`src/rtl/fpu_csr_pkg.sv`:
```
package fpu_csr_pkg;
  localparam int unsigned FLAG_W    = 5;
  localparam int unsigned FLAG_LSB  = 7;
  localparam int unsigned CTRL_LO_W = 7;
  localparam int unsigned MBZ_LSB   = 12;

  typedef enum logic [1:0] {
    RND_NEAR_EVEN = 2'd0,
    RND_ZERO      = 2'd1,
    RND_POS_INF   = 2'd2,
    RND_NEG_INF   = 2'd3
  } rnd_mode_e;

  typedef enum logic {
    SEL_CTRL = 1'b0,
    SEL_STAT = 1'b1
  } csr_sel_e;

  // packed LSB first: bit 0 inexact .. bit 4 invalid
  typedef struct packed {
    logic invalid;
    logic div_zero;
    logic overflow;
    logic underflow;
    logic inexact;
  } exc_flags_t;
endpackage

```
`src/rtl/fpu_csr_ctrl.sv`:
```
module fpu_csr_ctrl
  import fpu_csr_pkg::*;
#(
  parameter int unsigned DATA_W      = 32,
  parameter bit          LEGACY_MASK = 1'b0
) (
  input  logic              clk_i,
  input  logic              rst_ni,
  input  logic              we_i,
  input  logic [DATA_W-1:0] wdata_i,
  output logic [DATA_W-1:0] ctrl_o,
  output rnd_mode_e         rnd_o
);
  logic [DATA_W-1:0] keep_mask;
  logic [DATA_W-1:0] ctrl_q;

  for (genvar i = 0; i < DATA_W; i++) begin : g_mask
    if (i < CTRL_LO_W) begin : g_lo
      assign keep_mask[i] = 1'b1;
    end else if (LEGACY_MASK && (i >= MBZ_LSB)) begin : g_hi
      assign keep_mask[i] = 1'b1;
    end else begin : g_clr
      assign keep_mask[i] = 1'b0;
    end
  end

  always_ff @(posedge clk_i or negedge rst_ni) begin
    if (!rst_ni)   ctrl_q <= '0;
    else if (we_i) ctrl_q <= wdata_i & keep_mask;
  end

  assign ctrl_o = ctrl_q;
  assign rnd_o  = rnd_mode_e'(ctrl_q[1:0]);
endmodule

```
`src/rtl/fpu_csr_flags.sv`:
```
module fpu_csr_flags
  import fpu_csr_pkg::*;
(
  input  logic       clk_i,
  input  logic       rst_ni,
  input  logic       we_i,
  input  exc_flags_t wflags_i,
  input  exc_flags_t exc_i,
  output exc_flags_t flags_o
);
  exc_flags_t flags_q;

  // software write wins over same-cycle pulses
  always_ff @(posedge clk_i or negedge rst_ni) begin
    if (!rst_ni)   flags_q <= '0;
    else if (we_i) flags_q <= wflags_i;
    else           flags_q <= flags_q | exc_i;
  end

  assign flags_o = flags_q;
endmodule

```
`src/rtl/fpu_csr_mbz.sv`:
```
module fpu_csr_mbz
  import fpu_csr_pkg::*;
#(
  parameter int unsigned DATA_W      = 32,
  parameter bit          LEGACY_MASK = 1'b0,
  localparam int unsigned HI_W       = DATA_W - MBZ_LSB
) (
  input  logic            clk_i,
  input  logic            rst_ni,
  input  logic            we_i,
  input  logic [HI_W-1:0] hi_i,
  output logic            viol_o
);
  logic viol_q;
  logic viol_d;

  assign viol_d = we_i && (|hi_i) && !LEGACY_MASK;

  always_ff @(posedge clk_i or negedge rst_ni) begin
    if (!rst_ni) viol_q <= 1'b0;
    else         viol_q <= viol_d;
  end

  assign viol_o = viol_q;
endmodule

```
`src/rtl/fpu_csr.sv`:
```
module fpu_csr
  import fpu_csr_pkg::*;
#(
  parameter int unsigned DATA_W      = 32,
  parameter bit          LEGACY_MASK = 1'b0
) (
  input  logic              clk_i,
  input  logic              rst_ni,
  input  logic              wr_en_i,
  input  logic              wr_sel_i,
  input  logic [DATA_W-1:0] wr_data_i,
  input  logic [FLAG_W-1:0] exc_i,
  input  logic              rd_sel_i,
  output logic [DATA_W-1:0] rd_data_o,
  output logic [1:0]        rnd_mode_o,
  output logic              mbz_err_o
);
  localparam int unsigned FLAG_MSB = FLAG_LSB + FLAG_W - 1;

  logic [DATA_W-1:0] ctrl_q;
  rnd_mode_e         rnd_mode;
  exc_flags_t        flags_q;
  logic              ctrl_we;
  logic              stat_we;
  logic [DATA_W-1:0] stat_view;

  assign ctrl_we = wr_en_i && (csr_sel_e'(wr_sel_i) == SEL_CTRL);
  assign stat_we = wr_en_i && (csr_sel_e'(wr_sel_i) == SEL_STAT);

  fpu_csr_ctrl #(.DATA_W(DATA_W), .LEGACY_MASK(LEGACY_MASK)) u_ctrl (
    .clk_i   (clk_i),
    .rst_ni  (rst_ni),
    .we_i    (ctrl_we),
    .wdata_i (wr_data_i),
    .ctrl_o  (ctrl_q),
    .rnd_o   (rnd_mode)
  );

  fpu_csr_flags u_flags (
    .clk_i    (clk_i),
    .rst_ni   (rst_ni),
    .we_i     (stat_we),
    .wflags_i (exc_flags_t'(wr_data_i[FLAG_MSB:FLAG_LSB])),
    .exc_i    (exc_flags_t'(exc_i)),
    .flags_o  (flags_q)
  );

  fpu_csr_mbz #(.DATA_W(DATA_W), .LEGACY_MASK(LEGACY_MASK)) u_mbz (
    .clk_i  (clk_i),
    .rst_ni (rst_ni),
    .we_i   (wr_en_i),
    .hi_i   (wr_data_i[DATA_W-1:MBZ_LSB]),
    .viol_o (mbz_err_o)
  );

  always_comb begin
    stat_view                    = '0;
    stat_view[FLAG_MSB:FLAG_LSB] = flags_q;
  end

  assign rd_data_o  = (csr_sel_e'(rd_sel_i) == SEL_STAT) ? stat_view : ctrl_q;
  assign rnd_mode_o = rnd_mode;
endmodule

```
`config.mk`:
```
export PLATFORM = sky130hd
export DESIGN_NAME = fpu_csr
export DESIGN_NICKNAME = d
export VERILOG_FILES = /design/src/rtl/fpu_csr_pkg.sv /design/src/rtl/fpu_csr_ctrl.sv /design/src/rtl/fpu_csr_flags.sv /design/src/rtl/fpu_csr_mbz.sv /design/src/rtl/fpu_csr.sv
export SDC_FILE = /design/constraint.sdc
export NUM_CORES = 1
export LEC_CHECK = 0
export ABC_AREA = 1
export BUFFER_PORTS_ARGS = -buffer_cell sky130_fd_sc_hd__buf_4
export CAP_MARGIN = 20
export CELL_PAD_IN_SITES_DETAIL_PLACEMENT = 1
export CELL_PAD_IN_SITES_GLOBAL_PLACEMENT = 2
export CORE_MARGIN = 2
export CORE_UTILIZATION = 19
export CTS_BUF_LIST = sky130_fd_sc_hd__clkbuf_8
export CTS_CLUSTER_DIAMETER = 60
export CTS_CLUSTER_SIZE = 30
export DETAILED_ROUTE_END_ITERATION = 8
export GPL_ROUTABILITY_DRIVEN = 0
export GPL_TIMING_DRIVEN = 0
export PLACE_DENSITY = 0.81
export SETUP_SLACK_MARGIN = 0.02
export SKIP_LAST_GASP = 1
export SYNTH_ARGS = -nofsm -noshare
export SYNTH_HDL_FRONTEND = slang
export SYNTH_HIERARCHICAL = 1
export SYNTH_SLANG_ARGS = --single-unit
export TNS_END_PERCENT = 20
```
`constraint.sdc`:
```
create_clock -name clk_i -period 0.9 [get_ports clk_i]
set_clock_uncertainty 0.2 [all_clocks]
set_input_delay 0.09 -clock clk_i [delete_from_list [all_inputs] [get_ports clk_i]]
set_output_delay 0.09 -clock clk_i [all_outputs]
set_load 0.02 [all_outputs]
```
Yosys cells after proc, flatten, opt, wreduce, memory -nomap -nowiden
Index checks and enable logic that the tools add are counted.

storage, ports and cells
  word-level logic and storage cells = 15
  input port bits = 42
  flip-flop bits (word level) = 13

cells by class
  reduce and logical (&&, ||, !) cells = 4
  bitwise operators = 2
  muxes and demuxes = 2

operator list
  operator             count
  $reduce_or A20 Y1    1
  $mux W12             1
  $mux W5              1
  $or A5 B5 Y5         1
  $logic_and A1 B1 Y1  3
  $not A1 Y1           1

Depth between registers and ports, before layout
  depth after elaboration = 2
  mapped depth = 6

By module
Netlist, hierarchy kept.

by module, submodules not included
  module         cells an instance  area an instance (um^2)  times used
  fpu_csr_ctrl   58                 475.5                    1
  fpu_csr        78                 327.8                    1
  fpu_csr_flags  21                 191.4                    1
  fpu_csr_mbz    21                 106.4                    1

Worst setup path before layout
Ideal clock, no wire load.

  path type = flip-flop to output port
  start point = reg u_ctrl.ctrl_q[0] (netlist: u_ctrl/ctrl_o[0])
  end point = out rd_data_o[0]
  required time = 610 ps
  cell stages (with the launch flop) = 3
  setup slack = -47 ps
  arrival = 657 ps
  buffers on the path = 0
  cell sequence = dfrtp_1 -> inv_1 -> nor2_1

between the ends
  cells in the longest elaborated chain, start to end = 1

ends and longest elaborated chain
  what                    line                RTL
  start, declared         fpu_csr_ctrl.sv:15  logic [DATA_W-1:0] ctrl_q;
  start signal, assigned  fpu_csr_ctrl.sv:29  else if (we_i) ctrl_q <= wdata_i & keep_mask;
  $mux W12                fpu_csr.sv:61       assign rd_data_o = (csr_sel_e'(rd_sel_i) == SEL_STAT) ? stat_view : ctrl_q;
  end, declared           fpu_csr.sv:14       output logic [DATA_W-1:0] rd_data_o,

Every way passes these cells.

Final worst setup path
  start point = reg u_ctrl.ctrl_q[1] (netlist: u_ctrl/ctrl_o[1])
  end point = out rd_data_o[1]

The elaborated chain is that of the path after synthesis.

==> impl_metrics.env <==
export IMPL_hp_start="wr_data_i[4]"
export IMPL_synth_cell_types=12
export IMPL_syn_area_per_cell_um2=6.19
export IMPL_antennaDiodeCount=0
export IMPL_fin_crit_sh_pct=135
export IMPL_drc=0
export IMPL_ant_nets=0
export IMPL_reg2reg_to="u_flags/flags_o[1]$_DFF_PN0_"
export IMPL_cp_end_kind="output pin"
export IMPL_crit_required_ns=0.61
export IMPL_final_cell_mix="buf_4 (78), nand2_1 (51), nor2_1 (36)"
export IMPL_finalSetupTns_ns=-4.02
export IMPL_finalHoldViolCount=13
export IMPL_fp_dieW_um=80.1
export IMPL_hold_depth=3
export IMPL_reg2reg_slack_ns=-0.11
export IMPL_vias=1139
export IMPL_h_tree_depth=1
export IMPL_clk_path_buf_depth=2
export IMPL_synth_warnings=6
export IMPL_layout_commonest_cell="buf_4"
export IMPL_ctsHoldBuffers=1
export IMPL_slew_viol_final=0
export IMPL_clock_root_buffer="clkbuf_8"
export IMPL_cts_tree="done"
export IMPL_peakVddDrop_v=0.000421
export IMPL_setup_viol=21
export IMPL_place_hpwl_um=2420
export IMPL_coreArea_um2=5540
export IMPL_path_clk_slew_ns=0.06
export IMPL_drt_iter0_drc=4
export IMPL_rows=27
export IMPL_first_pass_iters=4
export IMPL_rsz0062_at_grt="true"
export IMPL_pin_count=77
export IMPL_crit_fanout=3
export IMPL_area_delta_synth_final_pct=62.8
export IMPL_crit_type="flop to output pin"
export IMPL_grt_max_degree=14
export IMPL_fmax_ghz=0.824
export IMPL_period_needed_ns=1.21
export IMPL_fin_nets=307
export IMPL_first_global_vias=1086
export IMPL_hold_ws_ns=-0.154
export IMPL_p_leak_nw=1.00
export IMPL_wl_um=2780
export IMPL_min_path_type="primary input to flop"
export IMPL_crit_path_start_kind="flop"
export IMPL_wire_per_inst_um=8.27
export IMPL_layout_drive_gt1_share_pct=38.3
export IMPL_finalPower_mw=1.97
export IMPL_grt_overflow=0
export IMPL_fin_ws_ns=-0.313
export IMPL_ys_seq_area_share_pct=29.5
export IMPL_place_area_um2=1700
export IMPL_cts_made_buffers=3
export IMPL_run_status="finished with violations"
export IMPL_r2r_cells=3
export IMPL_netlist_instances=178
export IMPL_grt_first_pass_wirelength_um=4410
export IMPL_violations="hold timing, setup timing"
export IMPL_n_fill_cell=732
export IMPL_drv_cap=0
export IMPL_grt_use_total_pct=8.80
export IMPL_fin_area_um2=1790
export IMPL_clk_latency_ns=0.24
export IMPL_synth_seq_cells=13
export IMPL_arrival_ns=0.92
export IMPL_p_per_area_nw_per_um2=1100
export IMPL_antenna_found_initial=0
export IMPL_avgViaCountPerCell=3.39
export IMPL_holdPathEnd="u_ctrl/ctrl_o[4]$_DFFE_PN0P_"
export IMPL_syn_area_um2=1100
export IMPL_die_area_um2=6420
export IMPL_cts_sinks=13
export IMPL_r2r_start="u_flags/flags_o[1]$_DFF_PN0_"
export IMPL_die_h_um=80.1
export IMPL_port_buffers=55
export IMPL_initial_utilization_pct=19.9
cell type report:
type | instances | area [µm²] | area share (%)
multi-input cells | 124 | 488 | 27.2
repair buffers | 58 | 457 | 25.5
flip-flops and latches | 13 | 325 | 18.1
plain buffers | 32 | 263 | 14.7
inverters | 33 | 124 | 6.91
well taps | 72 | 90.1 | 5.02
clock buffers | 3 | 41.3 | 2.30
clock inverters | 1 | 5.00 | 0.279
report_power, final:
part	switching, mW	total, mW	leakage [nW]	internal, mW
combinational	0.382	0.776	0.824	0.393
clock	0.207	0.512	0.0255	0.305
sequential	0.0345	0.682	0.152	0.648
repair_timing:
| action | CTS | global route |
|---|---|---|
| gates resized for setup | 5 | 3 |
| setup endpoints to repair | 20 | 21 |
| buffers inserted | 2 | 0 |
| pin swaps | 4 | 1 |
| hold endpoints to repair | 26 | 13 |
worst max-delay path by stage:
| stage | start | to | slack, ns | cells after the start |
|---|---|---|---|---|
| global placement | wr_sel_i | u_ctrl/ctrl_o[0]$_DFFE_PN0P_ | -0.08 | 6 |
| CTS | u_ctrl/ctrl_o[0]$_DFFE_PN0P_ | rnd_mode_o[0] | -0.29 | 2 |
| floorplan | u_ctrl/ctrl_o[1]$_DFFE_PN0P_ | rd_data_o[1] | -0.05 | 2 |
| global route | u_ctrl/ctrl_o[1]$_DFFE_PN0P_ | rd_data_o[1] | -0.36 | 3 |
| detailed placement | wr_data_i[29] | u_mbz/viol_o$_DFF_PN0_ | -0.09 | 7 |
| finish | u_ctrl/ctrl_o[1]$_DFFE_PN0P_ | rd_data_o[1] | -0.31 | 3 |
metal layers:
layer	vias up	routed length, µm	part of all wire (%)	track usage (%)
met5	-	0	0	0
met4	0	24	0.86	3.56
met3	2	296	11	2.92
met2	48	1370	49	15.9
met1	467	1090	39	9.32
li1	622	-	-	-
cell usage after synthesis (all sizes together):
cell type / count / area share [%]
and2: 1 / 0.57
buf: 32 / 24
conb: 1 / 0.34
dfrtp: 13 / 30
inv: 33 / 11
nand2: 52 / 18
nand3: 1 / 0.45
nor2: 40 / 14
o21ai: 5 / 2.3
state kept, by name, indices dropped and copies added, names as in the netlist:
name / count
u_flags/flags_o: 5
u_mbz/viol_o: 1
u_ctrl/ctrl_o: 7
critical path: stages, from the launching register on:
cell     delay [ns]
dfrtp_1        0.38
inv_1          0.05
nor2_1         0.10
buf_4          0.16
cell families after synthesis:
group / share of synthesized area (%)
other: 0.341
and+or+nand+nor: 33.1
AOI/OAI and AO/OA: 2.27
buffers and inverters: 34.8
DFF: 29.5
stage by stage:
stage	worst slack, ns	util [%]	instances
floorplan	-0.0465	-	202
global placement	-0.0754	30.6	329
detailed placement	-0.0903	30.6	329
CTS	-0.293	32.2	336
global route	-0.358	32.4	336
finish	-0.313	32.4	336
Note: power is estimated with default switching activity, not from simulation.
